[src/rtl/cfg_len_scan.sv]
module cfg_len_scan #(
  parameter int WINDOW    = 128,
  parameter int SKIP      = 4,
  parameter int LEN_BYTES = 4,
  parameter logic [7:0] SYNC = 8'h6A,
  parameter logic [7:0] PAD  = 8'hFF
) (
  input  logic                     clk,
  input  logic                     rst_n,
  input  logic                     scan_start,
  input  logic                     byte_valid,
  input  logic [7:0]               byte_data,
  output logic                     byte_ready,
  output logic                     done,
  output logic [1:0]               status,
  output logic [8*LEN_BYTES-1:0]   byte_count
);
  localparam int CW        = 8 * LEN_BYTES;
  localparam int IW        = $clog2(WINDOW + 1);
  localparam int HW        = $clog2(SKIP + LEN_BYTES + 1);
  localparam int LAST_SYNC = WINDOW - 1 - SKIP - LEN_BYTES;
  localparam int LAST_HDR  = SKIP + LEN_BYTES - 1;

  typedef enum logic [1:0] {IDLE, HUNT, HDR, FIN} st_t;

  st_t            st;
  logic [IW-1:0]  idx;
  logic [HW-1:0]  hcnt;
  logic [CW-1:0]  bits;
  logic           miss;

  wire            take    = byte_valid && byte_ready && !scan_start;
  wire [CW-1:0]   bits_nx = {byte_data, bits[CW-1:8]};
  wire [CW:0]     sum     = {1'b0, bits_nx} + (CW+1)'(7);

  assign byte_ready = (st == HUNT) || (st == HDR);
  assign status = (st == IDLE) ? 2'b00 :
                  (st == FIN)  ? {1'b1, miss} : 2'b01;

  always_ff @(posedge clk) begin
    if (!rst_n) begin
      st         <= IDLE;
      idx        <= '0;
      hcnt       <= '0;
      bits       <= '0;
      miss       <= 1'b0;
      done       <= 1'b0;
      byte_count <= '0;
    end else begin
      done <= 1'b0;
      if (scan_start) begin
        st         <= HUNT;
        idx        <= '0;
        hcnt       <= '0;
        bits       <= '0;
        miss       <= 1'b0;
        byte_count <= '0;
      end else if (take) begin
        idx <= idx + 1'b1;
        if (st == HUNT) begin
          if (idx > IW'(LAST_SYNC) || (byte_data != SYNC && byte_data != PAD)) begin
            st   <= FIN;
            miss <= 1'b1;
            done <= 1'b1;
          end else if (byte_data == SYNC) begin
            st <= HDR;
          end
        end else begin
          hcnt <= hcnt + 1'b1;
          if (hcnt >= HW'(SKIP)) bits <= bits_nx;
          if (hcnt == HW'(LAST_HDR)) begin
            st         <= FIN;
            done       <= 1'b1;
            byte_count <= sum[CW:3];
          end
        end
      end
    end
  end
endmodule


[config.mk]
export PLATFORM = sky130hd
export DESIGN_NAME = cfg_len_scan
export DESIGN_NICKNAME = d
export VERILOG_FILES = /design/src/rtl/cfg_len_scan.sv
export SDC_FILE = /design/constraint.sdc
export NUM_CORES = 1
export LEC_CHECK = 0
export ABC_AREA = 1
export ABC_CLOCK_PERIOD_IN_PS = 2120
export BUFFER_PORTS_ARGS = -buffer_cell sky130_fd_sc_hd__buf_2
export CORE_MARGIN = 5
export CORE_UTILIZATION = 54
export DETAILED_ROUTE_END_ITERATION = 10
export PLACE_DENSITY = 0.75
export SYNTH_ARGS = -nofsm -noshare
export SYNTH_HDL_FRONTEND = slang
export SYNTH_SLANG_ARGS = --single-unit
[constraint.sdc]
create_clock -name clk -period 2.12 [get_ports clk]
set_input_delay 0.212 -clock clk [delete_from_list [all_inputs] [get_ports clk]]
set_output_delay 0.212 -clock clk [all_outputs]
set_load 0.05 [all_outputs]
== Word-level counts from Yosys, hierarchy flattened ==
Cells that the tools add are included.

* $add $sub $neg: 3
* Magnitude comparators: 2
* Reductions and logical operators: 18
* Bitwise logic cells: 3
* Mux-type cells: 11
* Equality and inequality tests: 9

{| class="wikitable"
|+ Operators by type and width
! kind !! count
|-
| $add 32x3->33 const B || 1
|-
| $reduce_and 3->1 || 5
|-
| $mux 2 || 6
|-
| $add 8x1->8 const B || 1
|-
| $eq 8x7->1 const B || 1
|-
| $gt 8x7->1 const B || 1
|-
| $ne 8x7->1 const B || 1
|-
| $ne 8x8->1 const B || 1
|-
| $mux 1 || 5
|-
| $add 4x1->4 const B || 1
|-
| $eq 2x2->1 const B || 2
|-
| $eq 4x3->1 const B || 1
|-
| $ge 4x3->1 const B || 1
|-
| $ne 4x2->1 const B || 1
|-
| $reduce_bool 2->1 || 2
|-
| $logic_and 1x1->1 || 3
|-
| $ne 3x1->1 const B || 1
|-
| $not 1->1 || 3
|-
| $reduce_bool 3->1 || 1
|-
| $reduce_or 3->1 || 1
|-
| $eq 2x1->1 const B || 1
|-
| $logic_not 2->1 || 1
|-
| $logic_or 1x1->1 || 2
|-
| $reduce_and 2->1 || 1
|-
| other kinds (2) || 2
|}

* Register bits after elaboration: 78
* Input bits: 12

== Logic depth before layout (Yosys ltp) ==
Gate-level depths: netlist of run 1.

* Depth after elaboration: 7
* Depth in mapped cells: 13

== Worst setup path after synthesis of run 1 ==
Ideal clock, no wire load.

* Kind: reg2reg
* Start: reg st[0]
* End: reg byte_count[9]
* Arrival: 2.015 ns
* Stages on the path, launching flop included: 13
* Library setup time: 0.117 ns
* Data required time: 2.003 ns
* Path slack: -0.011 ns
* Cells stage by stage: dfxtp_1 -> inv_1 -> ha_1 -> nand2_2 -> nor2_4 -> inv_2 -> nor2_8 -> inv_2 -> nor2_8 -> buf_6 -> nand3_1 -> o211ai_1 -> inv_1

* Word-level cells in the longest chain between the ends: 5
* Elaborated cells between the ends (all ways): 7
* Those cells by class: eq/ne: 2; bitwise: 1; reduce/logical: 4

{| class="wikitable"
|+ RTL lines
! what !! line !! source
|-
| from (decl) || 26 || <nowiki>st_t st;</nowiki>
|-
| from (signal assigned) || 42 || <nowiki>st <= IDLE;</nowiki>
|-
| from (signal assigned) || 52 || <nowiki>st <= HUNT;</nowiki>
|-
| from (signal assigned) || 62 || <nowiki>st <= FIN;</nowiki>
|-
| $eq 2x1->1 / $eq 2x2->1 (equally long branches) || 36 || <nowiki>assign byte_ready = (st == HUNT) || (st == HDR);</nowiki>
|-
| $logic_or 1x1->1 * || 36 ||
|-
| via byte_ready || 13 || <nowiki>output logic byte_ready,</nowiki>
|-
| $logic_and 1x1->1 * (2 in series) || 32 || <nowiki>wire take = byte_valid && byte_ready && !scan_start;</nowiki>
|-
| $reduce_and 3->1 (no line) * || - ||
|-
| to (signal assigned) || 74 || <nowiki>byte_count <= sum[CW:3];</nowiki>
|-
| to (decl) || 16 || <nowiki>output logic [8*LEN_BYTES-1:0] byte_count</nowiki>
|}

The timed path passes the listed nets; every way through them passes the cells marked *.
A chain may end at the register's enable or synchronous reset.

== Final worst setup path of run 1 ==
* Start: reg st[0]
* End: reg bits[19]

* Word-level cells in the longest chain between the ends: 5
* Elaborated cells between the ends (all ways): 7
* Those cells by class: eq/ne: 2; bitwise: 1; reduce/logical: 4

{| class="wikitable"
|+ RTL lines
! what !! line !! source
|-
| $eq 2x1->1 / $eq 2x2->1 (equally long branches) || 36, 60 ||
|-
| $logic_or 1x1->1 || 36 ||
|-
| $logic_and 1x1->1 (2 in series) || 32 ||
|-
| $reduce_and 3->1 (no line) * || - ||
|-
| to (signal assigned) || 70 || <nowiki>if (hcnt >= HW'(SKIP)) bits <= bits_nx;</nowiki>
|-
| to (decl) || 29 || <nowiki>logic [CW-1:0] bits;</nowiki>
|}

Every way passes the cells marked *; elsewhere a longest branch is shown, timed or not.

==> flow_summary.json, run 1 <==
{
  "outcome": "finished, final reports clean",
  "max_stage_delay_ns": 0.36,
  "dp_cells": 685,
  "start_util_pct": 54.6,
  "synth-xor-area-share_pct": 0.478,
  "yosys-top-cells-area": "dfxtp_1 38%, nand2_1 14%, nor2_1 11%",
  "synth_top_family_by_area": "simple AND/OR/NAND/NOR gates",
  "ys_seq_area_share_pct": 38.2,
  "gp_congestion": 0.948,
  "postSynthAreaPerCell_um2": 6.43,
  "cp_slowest_cell": "dfxtp_2",
  "clk_pin_slew_worst_paths_ns": 0.07,
  "cts_buffer_depth": 2,
  "path_delay_family": "buffers and inverters",
  "grt_pass1_vias": 3386,
  "async_flop_share_pct": 0,
  "fin_worst_skew_ns": 0.00777,
  "place_area_mm2": 0.00397,
  "mostFrequentLayoutCells": "134 x nand2_1, 108 x nor2_1, 73 x inv_1, 68 x dfxtp_1, 45 x buf_2",
  "synth_area_mm2": 0.00367,
  "synth_area_leader_cell": "dfxtp_1",
  "final_common_cell": "nand2_1",
  "p_per_area_mw_per_mm2": 597,
  "tns_ns": 0,
  "synth-seq-cells": 70,
  "ir_drop_v": 0.000314,
  "layout.nets": 638,
  "first_pass_iters": 5,
  "synthAdderAreaFrac_pct": 2.05,
  "layout-drive-gt1-share_pct": 14.6,
  "postLayoutCellArea_mm2": 0.00424,
  "overflow": 0,
  "p_leak_nw": 1.80,
  "end_kind": "register",
  "ys_warn_count": 0,
  "synth_flop_cell": "dfxtp_1",
  "port_buffers": 45,
  "ys_types": 32,
  "synthSimpleGateAreaFrac_pct": 35.6,
  "htreeDepth": 3,
  "worstPathMaxFanout": 48,
  "hold_viol": 0,
  "synthMuxAreaShare_pct": 0,
  "setup-violations-final": 0,
  "finalMaxSlewViolations": 0,
  "min_period_ns": 2.01,
  "dieArea_mm2": 0.00854,
  "die_height_um": 92.4,
  "drc": 0,
  "cp_num_buf_inv": 4,
  "hold_class": "in -> reg",
  "drt_wl_total_mm": 9.41,
  "stdcell_count": 705,
  "grt_use_total_pct": 22.2,
  "insertion_delay_ns": 0.36,
  "grt_max_degree": 49,
  "rsz0062_at_grt": "no",
  "fill_cells": 626,
  "wl_per_cell_um": 13.4,
  "ant_nets": 0,
  "antenna_found_initial": 0,
  "clock-sinks": 70,
  "via_per_inst": 5.25,
  "synth_top_area_share_pct": 38.2,
  "diodes": 0,
  "maxCapViolCount": 0,
  "holdBufCountCts": 0,
  "crit_required_ns": 2.35,
  "dieWidth_um": 92.4,
  "clock_tree.root_cell": "clkbuf_8",
  "synth_edf_count": 0,
  "timing.fmax_mhz": 498,
  "cts_buffers": 9,
  "tritoncts": "yes",
  "startpoint_type": "register",
  "io_pins": 48,
  "synth_compound_area_share_pct": 12.7,
  "worst_ep_arrival_time_ns": 2.24,
  "fp.coreArea_mm2": 0.00672,
  "fp-row-count": 30,
  "area_growth_pct": 15.7,
  "initialDrtViolationCount": 232,
  "path_cells": "inv_1 > ha_4 > nand2_4 > nor2_4 > inv_2 > nor2_8 > buf_4 > o21ai_2 > buf_12 > o21ai_0 > a21oi_1",
  "period_share_pct": 94.7,
  "grt_pass1_wl_mm": 15.2,
  "worst-setup-path-type": "reg -> reg",
  "dp_hpwl_mm": 6.85,
  "netlist_instances": 570,
  "dr_total_vias": 3703
}
## state kept, by name (all words and copies together) (netlist names)
register,cells
bits,24
byte_count,30
done,1
hcnt,4
idx,8
miss,1
st,2
## cell usage after synthesis (6+ instances only)
library cell / number
a21oi_1: 41
clkbuf_1: 6
dfxtp_1: 70
ha_1: 6
inv_1: 74
nand2_1: 134
nand3_1: 41
nand3b_1: 6
nor2_1: 109
o21ai_0: 37
## metrics by stage
step	util [%]	setup WS, ns	total power [mW]	hold WS [ns]
2_1_floorplan	-	0.115	1.44	0.344
3_3_place_gp	59.0	0.242	1.48	0.451
3_5_place_dp	59.0	0.166	1.48	0.454
4_1_cts	61.9	0.142	2.54	0.106
5_1_grt	63.2	0.00148	2.63	0.126
6_report	63.2	0.113	2.53	0.102
## metal layers
metal	vias up	global-route usage, %	wire length, um
met5	-	0	0
met4	0	7.80	192
met3	15	5.77	459
met2	97	38.3	4560
met1	1706	26.7	4200
li1	1885	-	-
## final cells by class
cell class	count	area [um2]	area share [%]
inverters	77	293	6.90
flip-flops and latches	70	1400	33.1
repair buffers	56	354	8.34
multi-input cells	406	1900	44.8
clock inverters	6	62.6	1.47
well taps	80	100	2.36
clock buffers	10	128	3.01
## cell families (layout without fill, tap and decap cells)
group | count (synthesis) | in the layout
and+or+nand+nor | 307 | 307
xor gates and xnor gates | 2 | 2
AOI/OAI and AO/OA | 89 | 89
adders and majority gates | 6 | 6
other | 1 | 2
buffers and inverters | 95 | 149
DFF | 70 | 70
## worst reg2reg max path: cells and delay by family, from the launching register on
| family | cells | cell delay [ns] |
|---|---|---|
| buffers and inverters | 4 | 0.49 |
| DFF | 1 | 0.36 |
| AOI/OAI and AO/OA | 3 | 0.42 |
| adders and majority gates | 1 | 0.29 |
| and+or+nand+nor | 3 | 0.31 |
## path summary, 6_finish.rpt
kind                               from                    endpoint  slack [ns]  cells past startpoint
max reg2reg          st[0]$_SDFFE_PN0P_       bits[19]$_SDFFE_PP0P_        0.11                     11
max                  st[0]$_SDFFE_PN0P_       bits[19]$_SDFFE_PP0P_        0.11                     11
min reg2reg  byte_count[0]$_SDFFE_PP0P_  byte_count[0]$_SDFFE_PP0P_        0.46                      2
min                               rst_n          st[0]$_SDFFE_PN0P_        0.10                      3
## where the power goes
part / internal (mW) / total, mW / switching (mW)
combinational: 0.0438 / 0.143 / 0.0992
sequential: 1.32 / 1.32 / 0.00386
clock: 0.541 / 1.07 / 0.528
## repair_timing
| action | 4_1_cts | 5_1_grt |
|---|---|---|
| gates resized for setup | 0 | 10 |
| buffers inserted | 0 | 3 |
| setup endpoints to repair | 0 | 6 |
Note: power is estimated with default switching activity, not from simulation.
==> run 2: changes to the inputs <==
- CAP_MARGIN: not set -> 20
- PLACE_DENSITY: 0.75 -> 0.85
==> flow_summary.json, run 2 (synthesis gave the netlist of run 1 again) <==
{
  "outcome": "finished, final reports clean",
  "maxCapViolCount": 0,
  "first_pass_iters": 5,
  "setup-violations-final": 0,
  "tritoncts": "yes",
  "p_seq_share_pct": 48.9,
  "layout-drive-gt1-share_pct": 13.2,
  "diodes": 0,
  "dieArea_mm2": 0.00854,
  "gp_congestion": 0.936,
  "cts_setup_buffers": 0,
  "fp.coreArea_mm2": 0.00672,
  "p_per_area_mw_per_mm2": 644,
  "holdBufCountCts": 0,
  "clock-sinks": 70,
  "overflow": 0,
  "layout.nets": 633,
  "largest_reg_flops": 30,
  "grt_max_degree": 49,
  "drt_wl_total_mm": 9.35,
  "startpoint_type": "register",
  "fp-row-count": 30,
  "initialDrtViolationCount": 341,
  "hold_depth": 3,
  "fin_worst_skew_ns": 0.00945,
  "htreeDepth": 3,
  "cts_buffer_depth": 2,
  "intPower_mw": 2.08,
  "via_per_inst": 5.38,
  "final_util_pct": 62.5,
  "path_delay_family": "simple AND/OR/NAND/NOR gates",
  "path_cells": "inv_1 > ha_2 > nand2_2 > nor2_4 > inv_2 > nor2_8 > inv_2 > nor2_8 > buf_6 > nand3_1 > o211ai_1 > inv_1",
  "largest_registers": "byte_count: 30 flops, bits: 24 flops, idx: 8 flops",
  "drc": 0,
  "cts_buffers": 9,
  "grt_use_total_pct": 23.4,
  "reg2reg_depth": 12,
  "start_util_pct": 54.6,
  "pwr-share-comb_pct": 4.8,
  "period_share_pct": 90.5,
  "cp_slowest_cell": "dfxtp_2",
  "area_growth_pct": 14.5,
  "port_buffers": 45,
  "hold_viol": 0,
  "final_common_cell": "nand2_1",
  "end_kind": "register",
  "cp_num_buf_inv": 5,
  "p_leak_nw": 1.78,
  "crit_required_ns": 2.36,
  "ant_nets": 0,
  "timing.fmax_mhz": 521,
  "insertion_delay_ns": 0.36,
  "cts_resized": 0,
  "mostFrequentLayoutCells": "134 x nand2_1, 108 x nor2_1, 74 x inv_1, 68 x dfxtp_1, 45 x buf_2",
  "wl_per_cell_um": 13.4,
  "max_stage_delay_ns": 0.36,
  "switching_share_pct": 23.0,
  "hold_class": "in -> reg",
  "grt_pass1_vias": 3563,
  "pwr-share-clk_pct": 46.3,
  "grt_pass1_wl_mm": 16.1,
  "rsz0062_at_grt": "no",
  "clk_pin_slew_worst_paths_ns": 0.07,
  "regMostFlops": "byte_count",
  "p_sw_uw": 622,
  "dr_total_vias": 3768,
  "tns_ns": 0,
  "clock_tree.root_cell": "clkbuf_8",
  "dieWidth_um": 92.4,
  "io_pins": 48,
  "ir_drop_v": 0.000336,
  "cp.depth": 12,
  "worst_ep_arrival_time_ns": 2.16,
  "die_height_um": 92.4,
  "finalMaxSlewViolations": 0,
  "antenna_found_initial": 0,
  "dp_hpwl_mm": 6.89,
  "worstPathMaxFanout": 13,
  "worst-setup-path-type": "reg -> reg",
  "min_period_ns": 1.92
}
==> run 2: changes by cell type in the layout (fill, tap and decap cells not counted), sizes merged <==
cell    delta
buf        -4
inv        +1
bufinv     +1
clkinv     -3
==> run 2: power groups by stage <==
| stage | clock network, mW | logic [mW] | registers, mW |
|---|---|---|---|
| floorplan | 0 | 0.0906 | 1.35 |
| global placement | 0 | 0.126 | 1.35 |
| detailed placement | 0 | 0.127 | 1.35 |
| CTS | 1.28 | 0.128 | 1.32 |
| global route | 1.34 | 0.144 | 1.32 |
| finish | 1.25 | 0.129 | 1.32 |
==> run 2: per-stage QoR <==
stage,total power [mW],area (um2),worst slack [ns],instances,hold WS (ns)
3_5_place_dp,1.48,3960,0.135,684,0.466
6_report,2.70,4200,0.202,700,0.110
4_1_cts,2.73,4190,0.105,700,0.105
5_1_grt,2.80,4200,0.0118,700,0.123
3_3_place_gp,1.48,3960,0.245,684,0.454
2_1_floorplan,1.44,3670,0.115,571,0.344
==> run 2: layer usage <==
| metal | track usage [%] | vias to the layer above | wire [um] |
|---|---|---|---|
| li1 | - | 1882 | - |
| met1 | 28.6 | 1702 | 3960 |
| met2 | 39.0 | 155 | 4560 |
| met3 | 5.28 | 29 | 611 |
| met4 | 10.6 | 0 | 210 |
| met5 | 0 | - | 0 |
==> run 2: worst min-delay path: cells and delay by family <==
kind / cells / cell delay [ns]
AO/OA/AOI/OAI: 1 / 0.04
buffers and inverters: 2 / 0.17
==> run 2: path summary, 6_finish.rpt <==
| check | start | slack, ns | endpoint |
|---|---|---|---|
| max | st[1]$_SDFFE_PP0P_ | 0.20 | byte_count[9]$_SDFFE_PP0P_ |
| min | rst_n | 0.11 | st[0]$_SDFFE_PN0P_ |
| max reg2reg | st[1]$_SDFFE_PP0P_ | 0.20 | byte_count[9]$_SDFFE_PP0P_ |
| min reg2reg | byte_count[5]$_SDFFE_PP0P_ | 0.47 | byte_count[5]$_SDFFE_PP0P_ |
==> run 2: final cells by class <==
class                           instances  area, um2
Multi-Input combinational cell        406       1870
Inverter                               77        289
Timing Repair Buffer                   51        299
Sequential cell                        70       1400
Clock inverter                          5       81.3
Tap cell                               80        100
Clock buffer                           11        151
Fill cell                             609       2520
==> run 3: changes to the inputs <==
- ABC_AREA: 1 -> not set
- CTS_BUF_LIST: not set -> sky130_fd_sc_hd__clkbuf_2 sky130_fd_sc_hd__clkbuf_4 sky130_fd_sc_hd__clkbuf_8
- MAX_ROUTING_LAYER: not set -> met4
- PLACE_DENSITY: 0.85 -> 0.86
==> flow_summary.json, run 3 <==
{
  "netlist_instances": 381,
  "worst_ep_arrival_time_ns": 2.15,
  "tns_ns": 0,
  "maxCapViolCount": 0,
  "ir_drop_v": 0.000648,
  "async_flop_share_pct": 0,
  "regArea_mm2": 0.00140,
  "die_height_um": 86.2,
  "overflow": 0,
  "antenna_found_initial": 0,
  "holdBufCountCts": 0,
  "wl_per_cell_um": 14.7,
  "final_util_pct": 68.0,
  "area_growth_pct": 20.9,
  "io_pins": 48,
  "grt_pass1_vias": 2805,
  "post-synth-top-count-cell": "dfxtp_1",
  "regMostFlops": "byte_count",
  "drt_wl_total_mm": 7.50,
  "drc": 0,
  "tritoncts": "yes",
  "dieWidth_um": 86.2,
  "timing.fmax_mhz": 532,
  "reg2reg_from": "bits[8]$_SDFFE_PP0P_",
  "grt_max_degree": 58,
  "fp-row-count": 27,
  "rsz0062_at_grt": "no",
  "mostFrequentLayoutCells": "70 x dfxtp_1, 66 x nand2_1, 55 x a21oi_1, 45 x buf_2, 28 x o21ai_0",
  "grt_use_total_pct": 22.7,
  "synth-seq-cells": 70,
  "synth_top_area_share_pct": 44.7,
  "hold_class": "in -> reg",
  "cts_buffer_depth": 2,
  "dp_cells": 495,
  "largest_reg_flops": 30,
  "clk_pin_slew_worst_paths_ns": 0.07,
  "via_per_inst": 5.52,
  "grt_pass1_wl_mm": 13.1,
  "dr_total_vias": 2819,
  "critPathLaunch": "bits[8]$_SDFFE_PP0P_",
  "synth_compound_area_share_pct": 17.0,
  "total_power_mw": 2.75,
  "worstPathMaxFanout": 6,
  "ys_types": 43,
  "worst-setup-path-type": "reg -> reg",
  "synthSimpleGateAreaFrac_pct": 22.1,
  "cts_setup_buffers": 0,
  "fin_worst_skew_ns": 0.00733,
  "layout.nets": 452,
  "multiInputGateArea_mm2": 0.00164,
  "initialDrtViolationCount": 137,
  "first_pass_iters": 4,
  "outcome": "finished, final reports clean",
  "startpoint_type": "register",
  "final_common_cell": "dfxtp_1",
  "insertion_delay_ns": 0.35,
  "start_util_pct": 56.3,
  "p_leak_nw": 1.44,
  "setup-violations-final": 0,
  "min_period_ns": 1.88,
  "synth-xor-area-share_pct": 9.77,
  "hold_viol": 0,
  "synth_top_family_by_area": "simple AND/OR/NAND/NOR gates",
  "ys_warn_count": 0,
  "diodes": 0,
  "end_kind": "register",
  "dieArea_mm2": 0.00743,
  "clock_tree.root_cell": "clkbuf_8",
  "gp_congestion": 0.839,
  "finalMaxSlewViolations": 0,
  "ys_seq_area_share_pct": 44.7,
  "htreeDepth": 3,
  "period_share_pct": 88.7,
  "clock-sinks": 70,
  "cts_buffers": 9,
  "fill_cells": 469,
  "crit_required_ns": 2.39,
  "dp_hpwl_mm": 5.14,
  "p_per_area_mw_per_mm2": 726,
  "port_buffers": 45,
  "ant_nets": 0,
  "yosys-top-cells-area": "dfxtp_1 45%, a21oi_1 8.8%, nand2_1 7.9%",
  "holdCritStartpoint": "rst_n",
  "synth_area_leader_cell": "dfxtp_1",
  "synth_common_cells": "70 x dfxtp_1, 66 x nand2_1, 55 x a21oi_1",
  "synth_edf_count": 0,
  "synthMuxAreaShare_pct": 0.319,
  "synth_area_mm2": 0.00314,
  "layout-drive-gt1-share_pct": 20.3,
  "postSynthAreaPerCell_um2": 8.23,
  "fp.coreArea_mm2": 0.00557,
  "stdcell_count": 511,
  "largest_registers": "byte_count: 30 flops, bits: 24 flops, idx: 8 flops",
  "synth_flop_cell": "dfxtp_1",
  "cts_resized": 0,
  "synthAdderAreaFrac_pct": 2.39
}
run 3: cell families after synthesis:
logic type | after synthesis
flops | 70
buf+inv | 26
fa+ha+maj | 6
other cells | 1
compound gates | 97
xor+xnor | 35
mux | 1
simple gates | 145
run 3: per-stage QoR:
stage	instance area [um2]	hold slack (ns)	setup WS, ns
finish	3790	0.121	0.240
global route	3790	0.112	0.0614
CTS	3790	0.104	0.208
detailed placement	3550	0.452	0.236
global placement	3540	0.448	0.0105
floorplan	3160	0.340	0.0357
run 3: report_power, final:
group | internal [mW] | switching, mW | total, mW
clock | 0.811 | 0.506 | 1.32
combinational | 0.0356 | 0.0814 | 0.117
sequential | 1.32 | 0.00346 | 1.32
total | 2.16 | 0.591 | 2.75
run 3: worst paths after layout:
check / to / slack, ns / cells past startpoint
worst max-delay path: byte_count[23]$_SDFFE_PP0P_ / 0.24 / 6
worst min-delay path: st[0]$_SDFFE_PN0P_ / 0.12 / 2
worst max register to register: byte_count[23]$_SDFFE_PP0P_ / 0.24 / 6
worst min register to register: miss$_SDFFE_PP0P_ / 0.46 / 2
run 3: final cells by class:
class / instances / area share, %
clock buffers: 10 / 3.63
repair buffers: 63 / 10.5
flip-flops and latches: 70 / 37.0
well taps: 72 / 2.38
multi-input cells: 286 / 43.3
clock inverters: 6 / 2.87
inverters: 4 / 0.396
run 3: worst max-delay path: stages (launching register included):
cell and delay, ns:
dfxtp_1 0.39, o311ai_2 0.17, buf_4 0.19, nor3_2 0.30
nand3_1 0.20, or3_1 0.38, a31oi_1 0.17
run 3: layer usage:
metal | global-route usage, % | routed length, um | share of wire, %
met1 | 27.5 | 3390 | 45
met2 | 36.4 | 3620 | 48
met3 | 6.46 | 398 | 5.3
met4 | 7.79 | 89 | 1.2
met5 | - | 0 | 0
